==> src/rtl/dbg_brk_pkg.sv <==
// Package: shared constants and types of the debug breakpoint unit.
// Assumes register-mode fields sit at fixed bit positions that the
// comparator decodes: module specifier low, register index above it.
package dbg_brk_pkg;
    localparam int unsigned BP_DW   = 16;
    localparam int unsigned MOD_W   = 4;
    localparam int unsigned IDX_W   = 5;
    localparam int unsigned MOD_LSB = 0;
    localparam int unsigned IDX_LSB = MOD_LSB + MOD_W;

    typedef enum logic {
        BRK_ADDR = 1'b0,
        BRK_REG  = 1'b1
    } brk_mode_e;
endpackage

==> src/rtl/dbg_brk_regfile.sv <==
// Module: breakpoint value storage.
// Holds N_BP values of DW bits that reset to all ones. Only writes flagged
// as background-mode debug commands change them; others are dropped.
// Reads are combinational and return zero outside background commands.
module dbg_brk_regfile #(
    parameter int unsigned N_BP  = 2,
    parameter int unsigned DW    = 16,
    parameter int unsigned SEL_W = 1
) (
    input  logic               clk,
    input  logic               rst_n,
    input  logic               bg_cmd,
    input  logic               wr_en,
    input  logic [SEL_W-1:0]   sel,
    input  logic [DW-1:0]      wdata,
    output logic [DW-1:0]      rdata,
    output logic [N_BP*DW-1:0] bp_flat
);
    logic [DW-1:0] bp_q [N_BP];

    for (genvar g = 0; g < N_BP; g++) begin : g_slot
        logic slot_we;
        // Decode a debugger write aimed at this slot.
        always_comb slot_we = wr_en && bg_cmd && (sel == SEL_W'(g));

        // Store the slot value; reset to all ones.
        always_ff @(posedge clk) begin
            if (!rst_n) begin
                bp_q[g] <= '1;
            end else if (slot_we) begin
                bp_q[g] <= wdata;
            end
        end

        // Expose the slot on the flat bus used by the comparators.
        always_comb bp_flat[g*DW +: DW] = bp_q[g];
    end

    // Return the selected slot to a background read, zero otherwise.
    always_comb begin
        rdata = '0;
        if (bg_cmd && (int'(sel) < int'(N_BP))) begin
            rdata = bp_q[sel];
        end
    end
endmodule

==> src/rtl/dbg_brk_cmp.sv <==
// Module: single breakpoint comparator.
// In address mode it matches the full value against a valid, enabled data
// access. In register mode it matches the module and index fields against
// a destination write; bits above the index field are ignored.
module dbg_brk_cmp
    import dbg_brk_pkg::*;
#(
    parameter int unsigned DW = 16
) (
    input  logic             reg_mode,
    input  logic [DW-1:0]    bp_val,
    input  logic             dmem_en,
    input  logic             dmem_vld,
    input  logic [DW-1:0]    dmem_addr,
    input  logic             dst_vld,
    input  logic [MOD_W-1:0] dst_mod,
    input  logic [IDX_W-1:0] dst_idx,
    output logic             hit
);
    logic addr_hit;
    logic reg_hit;
    logic [MOD_W-1:0] bp_mod;
    logic [IDX_W-1:0] bp_idx;

    // Pull the register-mode fields out of the stored value.
    always_comb begin
        bp_mod = bp_val[MOD_LSB +: MOD_W];
        bp_idx = bp_val[IDX_LSB +: IDX_W];
    end

    // Address compare, qualified by the enable and the access strobe.
    always_comb addr_hit = dmem_en && dmem_vld && (dmem_addr == bp_val);

    // Destination compare, qualified by the register write strobe.
    always_comb reg_hit = dst_vld && (dst_mod == bp_mod) && (dst_idx == bp_idx);

    // Select the compare that the mode calls for.
    always_comb hit = (brk_mode_e'(reg_mode) == BRK_REG) ? reg_hit : addr_hit;
endmodule

==> src/rtl/dbg_brk_pulse.sv <==
// Module: break request stage.
// ORs the per-slot hits and registers one request per qualifying cycle.
// Assumes the hit vector is combinational from the current CPU cycle;
// hits seen while the CPU sits in debug mode are dropped.
module dbg_brk_pulse #(
    parameter int unsigned N_BP = 2
) (
    input  logic            clk,
    input  logic            rst_n,
    input  logic [N_BP-1:0] hits,
    input  logic            cpu_in_dbg,
    output logic            brk_req
);
    logic any_hit;

    // Any slot hitting outside debug mode qualifies the cycle.
    always_comb any_hit = (|hits) && !cpu_in_dbg;

    // Register the request so it lasts exactly one cycle per event.
    always_ff @(posedge clk) begin
        if (!rst_n) begin
            brk_req <= 1'b0;
        end else begin
            brk_req <= any_hit;
        end
    end
endmodule

==> src/rtl/dbg_brk_unit.sv <==
// Module: dual-mode debug breakpoint unit (top).
// Ties storage, one comparator per slot and the request stage together.
// Assumes the mode and enable inputs come from the debug engine's control
// state and stay stable while the user program runs.
module dbg_brk_unit
    import dbg_brk_pkg::*;
#(
    parameter int unsigned N_BP  = 2,
    parameter int unsigned DW    = BP_DW,
    parameter int unsigned SEL_W = (N_BP > 1) ? $clog2(N_BP) : 1
) (
    input  logic             clk,
    input  logic             rst_n,
    input  logic             cfg_bg_cmd,
    input  logic             cfg_wr_en,
    input  logic [SEL_W-1:0] cfg_sel,
    input  logic [DW-1:0]    cfg_wdata,
    output logic [DW-1:0]    cfg_rdata,
    input  logic             cfg_reg_mode,
    input  logic             cfg_dmem_en,
    input  logic             cpu_in_dbg,
    input  logic             dmem_vld,
    input  logic [DW-1:0]    dmem_addr,
    input  logic             dst_vld,
    input  logic [MOD_W-1:0] dst_mod,
    input  logic [IDX_W-1:0] dst_idx,
    output logic             brk_req
);
    logic [N_BP*DW-1:0] bp_flat;
    logic [N_BP-1:0]    hits;

    dbg_brk_regfile #(
        .N_BP  (N_BP),
        .DW    (DW),
        .SEL_W (SEL_W)
    ) regs_i (
        .clk     (clk),
        .rst_n   (rst_n),
        .bg_cmd  (cfg_bg_cmd),
        .wr_en   (cfg_wr_en),
        .sel     (cfg_sel),
        .wdata   (cfg_wdata),
        .rdata   (cfg_rdata),
        .bp_flat (bp_flat)
    );

    for (genvar g = 0; g < N_BP; g++) begin : g_cmp
        dbg_brk_cmp #(
            .DW (DW)
        ) cmp_i (
            .reg_mode  (cfg_reg_mode),
            .bp_val    (bp_flat[g*DW +: DW]),
            .dmem_en   (cfg_dmem_en),
            .dmem_vld  (dmem_vld),
            .dmem_addr (dmem_addr),
            .dst_vld   (dst_vld),
            .dst_mod   (dst_mod),
            .dst_idx   (dst_idx),
            .hit       (hits[g])
        );
    end

    dbg_brk_pulse #(
        .N_BP (N_BP)
    ) pulse_i (
        .clk        (clk),
        .rst_n      (rst_n),
        .hits       (hits),
        .cpu_in_dbg (cpu_in_dbg),
        .brk_req    (brk_req)
    );
endmodule

==> config.mk <==
export PLATFORM = sky130hd
export DESIGN_NAME = dbg_brk_unit
export DESIGN_NICKNAME = d
export VERILOG_FILES = /design/src/rtl/dbg_brk_pkg.sv /design/src/rtl/dbg_brk_regfile.sv /design/src/rtl/dbg_brk_cmp.sv /design/src/rtl/dbg_brk_pulse.sv /design/src/rtl/dbg_brk_unit.sv
export SDC_FILE = /design/constraint.sdc
export NUM_CORES = 1
export LEC_CHECK = 0
export BUFFER_PORTS_ARGS = -buffer_cell sky130_fd_sc_hd__buf_2
export CORE_MARGIN = 4
export CORE_UTILIZATION = 53
export CTS_BUF_LIST = sky130_fd_sc_hd__clkbuf_4 sky130_fd_sc_hd__clkbuf_8
export CTS_CLUSTER_SIZE = 10
export DETAILED_ROUTE_END_ITERATION = 16
export PLACE_DENSITY_LB_ADDON = 0.1
export SLEW_MARGIN = 5
export SYNTH_ARGS = -nofsm -noshare
export SYNTH_HDL_FRONTEND = slang
export SYNTH_SLANG_ARGS = --single-unit
export TNS_END_PERCENT = 30
==> constraint.sdc <==
create_clock -name clk -period 2.43 [get_ports clk]
set_input_delay 0.243 -clock clk [delete_from_list [all_inputs] [get_ports clk]]
set_output_delay 0.243 -clock clk [all_outputs]
set_load 0.02 [all_outputs]
**Word-level counts from Yosys, hierarchy flattened**

Memory sizes are Yosys's and may differ from the RTL's.
Cells that the tools add are included.

- Register bits: 1
- RAM bits: 32
- Output and inout port bits: 17
- Input bits: 51
- Memories: 1

Memories:

| memory | depth | width | rd ports | clocked after Yosys merged registers in | write ports | RTL line | RTL |
|---|---|---|---|---|---|---|---|
| regs_i.bp_q | 2 | 16 | 3 | 0 | 2 | dbg_brk_regfile.sv:19 | `logic [DW-1:0] bp_q [N_BP];` |

- Bitwise operators: 3
- Muxes and demuxes: 12
- Equal/unequal tests: 6
- Reductions and logical operators: 13

Operator list:

| kind | count |
|---|---|
| $mux W16 | 3 |
| $eq A16 B16 Y1 | 2 |
| $logic_and A1 B1 Y1 | 11 |
| $eq A5 B5 Y1 | 2 |
| $mux W1 | 9 |
| $eq A4 B4 Y1 | 2 |
| $or A1 B1 Y1 | 2 |
| $reduce_or A2 Y1 | 1 |
| $logic_not A1 Y1 | 1 |
| $not A1 Y1 | 1 |

**Depth between registers and ports, before layout**

- Word-level depth: 6
- Gate-level depth with buffers: 6
- Depth with buffers taken out: 5

**Cells and area by module**

A second synthesis with hierarchy kept.

- Cell total of the unflattened synthesis: 185
- Area, all modules: 2118.3 um^2

By module, submodules not included:

| module | sequential area each (um^2) | area an instance (um^2) | cells an instance | instances |
|---|---|---|---|---|
| dbg_brk_regfile | 960.9 | 1516.5 | 110 | 1 |
| dbg_brk_cmp | 0.0 | 282.8 | 36 | 2 |
| dbg_brk_pulse | 20.0 | 36.3 | 3 | 1 |

**Least setup slack after synthesis**

Ideal clock, no wire load.

- Kind: input -> register
- Start: input cfg_sel
- End: memory regs_i.bp_q[0][0], enable pin
- Data arrival time: 1.802 ns
- Stages: 3
- Setup slack: 0.216 ns
- Setup time: 0.411 ns
- Data required time: 2.019 ns
- Path through: buf_4 -> buf_4 -> o21ai_0

RTL lines:

| what | RTL line | RTL |
|---|---|---|
| start, declared | dbg_brk_unit.sv:16 | `input logic [SEL_W-1:0] cfg_sel,` |
| end, declared | dbg_brk_regfile.sv:19 |  |

==> results list <==
- After global routing the overflow that remains totals 0.
- Cells along the critical path: buf_2 > nand4_2 > or2_2
* Antenna violations before repair: 0
* Insertion delay of the later-clocked pin in the worst-skew pair: 280 ps
* Area overhead of the layout relative to synthesis: 21.7%
- The die is ~70 um tall.
- The mapped netlist covers between 2000 and 2500 sq um.
* Wire length of the first global-routing pass: approximately 7500 um
- Violation count after the first detailed-route iteration: 96
- The final count of pins violating max slew is 0.
- Number of cells on the critical path: 3
- The clock arrives with 5.78 ps of skew.
- Clock transition time at the flip-flop clock pins of the worst setup and hold paths: roughly 70 ps
* Crit path max-delay cell type: sky130_fd_sc_hd__buf_2
- R2R depth: 5
- Area of placed instances: ~2500 sq um
- Timing would allow up to about 650 MHz.
* Critical path type: input pin to register
* Initial standard-cell utilization of the core: 55.9%
- Post-layout min period: between 1500 and 2000 ps
- Routability cong.: approximately 0.8
* Startpoint type of the worst setup path: input pin
- Post-synthesis share of cell area spent on xor and xnor gates: approximately a fifth
* Hold/Removal Path Class: input pin to register
- Net Sw Power: 0.000382 W
- In the layout the commonest cells are 67 x sky130_fd_sc_hd__buf_2, 44 x sky130_fd_sc_hd__xnor2_1, 32 x sky130_fd_sc_hd__edfxtp_1.
* Share of power burned in combinational logic: a little over a fifth
* Async set or reset register ratio after synthesis: 0%
- Area share of the largest cell type after synthesis: 45.9%
* Remaining max-slew budget at the tightest pin: a little over half
* Hold Fails Final Rpt: 0
- The Yosys step of the flow raised 0 warnings.
* Highest net fanout along the worst path: 20
- Sorting the synthesized cells by area gives the leading types as sky130_fd_sc_hd__edfxtp_1 46%, sky130_fd_sc_hd__xnor2_1 18%, sky130_fd_sc_hd__mux2i_1 7.7%.
- Worst min-delay path startpoint: cfg_reg_mode
- With fillers left out, the area of the finished cells amounts to approximately 2500 sq um.
- The synthesized netlist devotes 21.4% of its cell area to simple gates.
- between 60 and 70 I/O pins were placed.
* Placeable Area: around 3700 sq um
* Data arrival time of the critical path: roughly 1600 ps
- After detailed routing, the number of vias per cell comes to a little over 5.
- Unrepaired setup endpoints after global routing: no
* Period utilisation layout: a little over three fifths
- Max H-tree Level: 2
- Largest family of logic cells by synthesized area: simple AND/OR/NAND/NOR gates
- In the synthesized netlist, mux cells make up between 7 and 8% of the area.
- Origin of the worst setup path: cfg_sel
- Count of flip-flops with a built-in enable after synthesis: 32
- The clock drives 33 sinks.
* Synth Instances: 180
* Number of global-route vias before repair: approximately 1600
- The count of nets left with antenna violations once routing finished came out at 0.
- Clk network pwr share: around 28%
- CTS Hold Buffers Added: 0
- The tightest hold path in the finished design has a slack of 182 ps.
- In this run the post-CTS setup repair buffer count came out at 0.
- Antenna diode count: 0
- The first detailed-routing pass took 4 iterations.
- The share of total power dissipated in sequential elements is between 50% and 60%.
- The largest total area in the synthesized netlist belongs to sky130_fd_sc_hd__edfxtp_1.
* Wire length after detailed routing: between 4000 and 5000 um
* Setup total negative slack: 0 ps
* Clock tree from TritonCTS: yes
* Fraction of final layout cells sized beyond drive strength 1: around two fifths
* Post-synthesis register bit count: 33
* Average instance area after synthesis: 11.6 sq um
- Total die area: ~5000 sq um
- The die is 70.8 um wide.
* Total global-route track usage: between 10% and 20%
- Critical path capture point type: register
- CTS Root Cell: sky130_fd_sc_hd__clkbuf_8
- Input and output buffers added on the ports amount to 67.
- Status: finished clean
- In the routed design, unresolved DRC markers number 0.
- Counting the buffers created by CTS gives 5.
- Setup violations remaining at the end of the flow were counted as 0.
- Share of synthesized area occupied by flip-flops and latches: a little under half
* Routed length per placed instance: roughly 16 um
- Post-Synth Adder-Cell Area: 0%
- Synthesis produced a netlist with a net count of 231.
- The internal power of the cells totals approximately 0.0010 W.
* Crit path buf inv count: 1
- Leading register cell type out of synthesis: sky130_fd_sc_hd__edfxtp_1
* Max-Cap Viols: 0
* Post-cts sizing count: 0
- Switching Fraction: roughly 28%
* Worst vdd ir: 0.392 mV
- Data required time of the critical path: roughly 2500 ps
* CP delay by family, top: simple AND/OR/NAND/NOR gates
- Row generation in the floorplan step produced 22 rows.
* Total power after layout: 0.00138 W
* Worst Hold Path Cells: 2
* Maximum number of pins on one net before global-route repair: 21
* Compound-gate portion of the synthesized area: ~1.3%
* Delay of the slowest cell on the worst path: roughly 460 ps
- At the end of the flow, the number of nets in the layout was 300.
- Number of different library cells in the post-synthesis netlist: 22
- In this run the critical register-to-register path is launched from regs_i.bp_q[1][3]$_SDFFCE_PN1P_.
* Worst-Margin Slew: 706 ps
* Most common cell after layout, fill and taps aside: sky130_fd_sc_hd__buf_2
- Number of fill cells: 329
- In this run the power density over the cells is ~540 nW/um^2.
- Count of vias placed by the detailed router: 1512
* Leakage: approximately 0.96 nW
- Detailed placement finished with a half-perimeter wire length of approximately 3500 um.
* Clock Path Buffers: 2
cell families (layout without fill, tap and decap cells):
group,count (synthesis),count (layout)
XOR/XNOR,50,50
flip-flops,33,33
buffers and inverters,6,76
multiplexers,16,16
AO/OA/AOI/OAI,3,3
AND/OR/NAND/NOR,72,72
cell usage after synthesis, drive strengths merged, types with 2 or more instances:
cell and n:
buf 3, clkbuf 3, edfxtp 32, mux2i 16
nand2 3, nand3 2, nand4 11, nand4b 2
nor2 2, nor2b 16, nor4 4, or2 32
xnor2 45, xor2 5
registers in the layout (all words and copies together), names as in the netlist:
name,count
regs_i.bp_q,32
pulse_i.brk_req,1
cell type report:
type	instances	area [sq um]	area share, %
multi-input cells	141	1080	42.4
clock inverters	3	12.5	0.492
repair buffers	68	343	13.5
well taps	48	60.1	2.36
flip-flops and latches	33	981	38.5
clock buffers	5	68.8	2.70
worst paths after layout:
check	to	slack (ps)
worst min register to register	pulse_i.brk_req$_SDFF_PN0_	790
worst min-delay path	pulse_i.brk_req$_SDFF_PN0_	180
worst max register to register	pulse_i.brk_req$_SDFF_PN0_	940
worst max-delay path	regs_i.bp_q[1][7]$_SDFFCE_PN1P_	890
power groups by stage:
| stage | combinational, W | clock (W) | sequential [W] |
|---|---|---|---|
| global route | 0.000316 | 0.000419 | 0.000712 |
| CTS | 0.000292 | 0.000396 | 0.000707 |
| global placement | 0.000287 | 0 | 0.000718 |
| detailed placement | 0.000289 | 0 | 0.000720 |
| finish | 0.000289 | 0.000388 | 0.000707 |
| floorplan | 0.000183 | 0 | 0.000711 |
routing by layer:
metal	track usage [%]	wire length (um)
met3	5.26	263
met5	0	0
met2	33.2	2310
met1	24.3	2040
met4	5.22	51
metrics by stage:
| stage | util [%] | std cells | setup WS [ps] |
|---|---|---|---|
| after floorplan | - | 180 | 216 |
| after global placement | 65.8 | 290 | 654 |
| after detailed placement | 65.8 | 290 | 577 |
| after CTS | 68.0 | 298 | 875 |
| after global routing | 68.0 | 298 | 755 |
| final | 68.0 | 298 | 891 |
(Power assumes the default switching activity.)
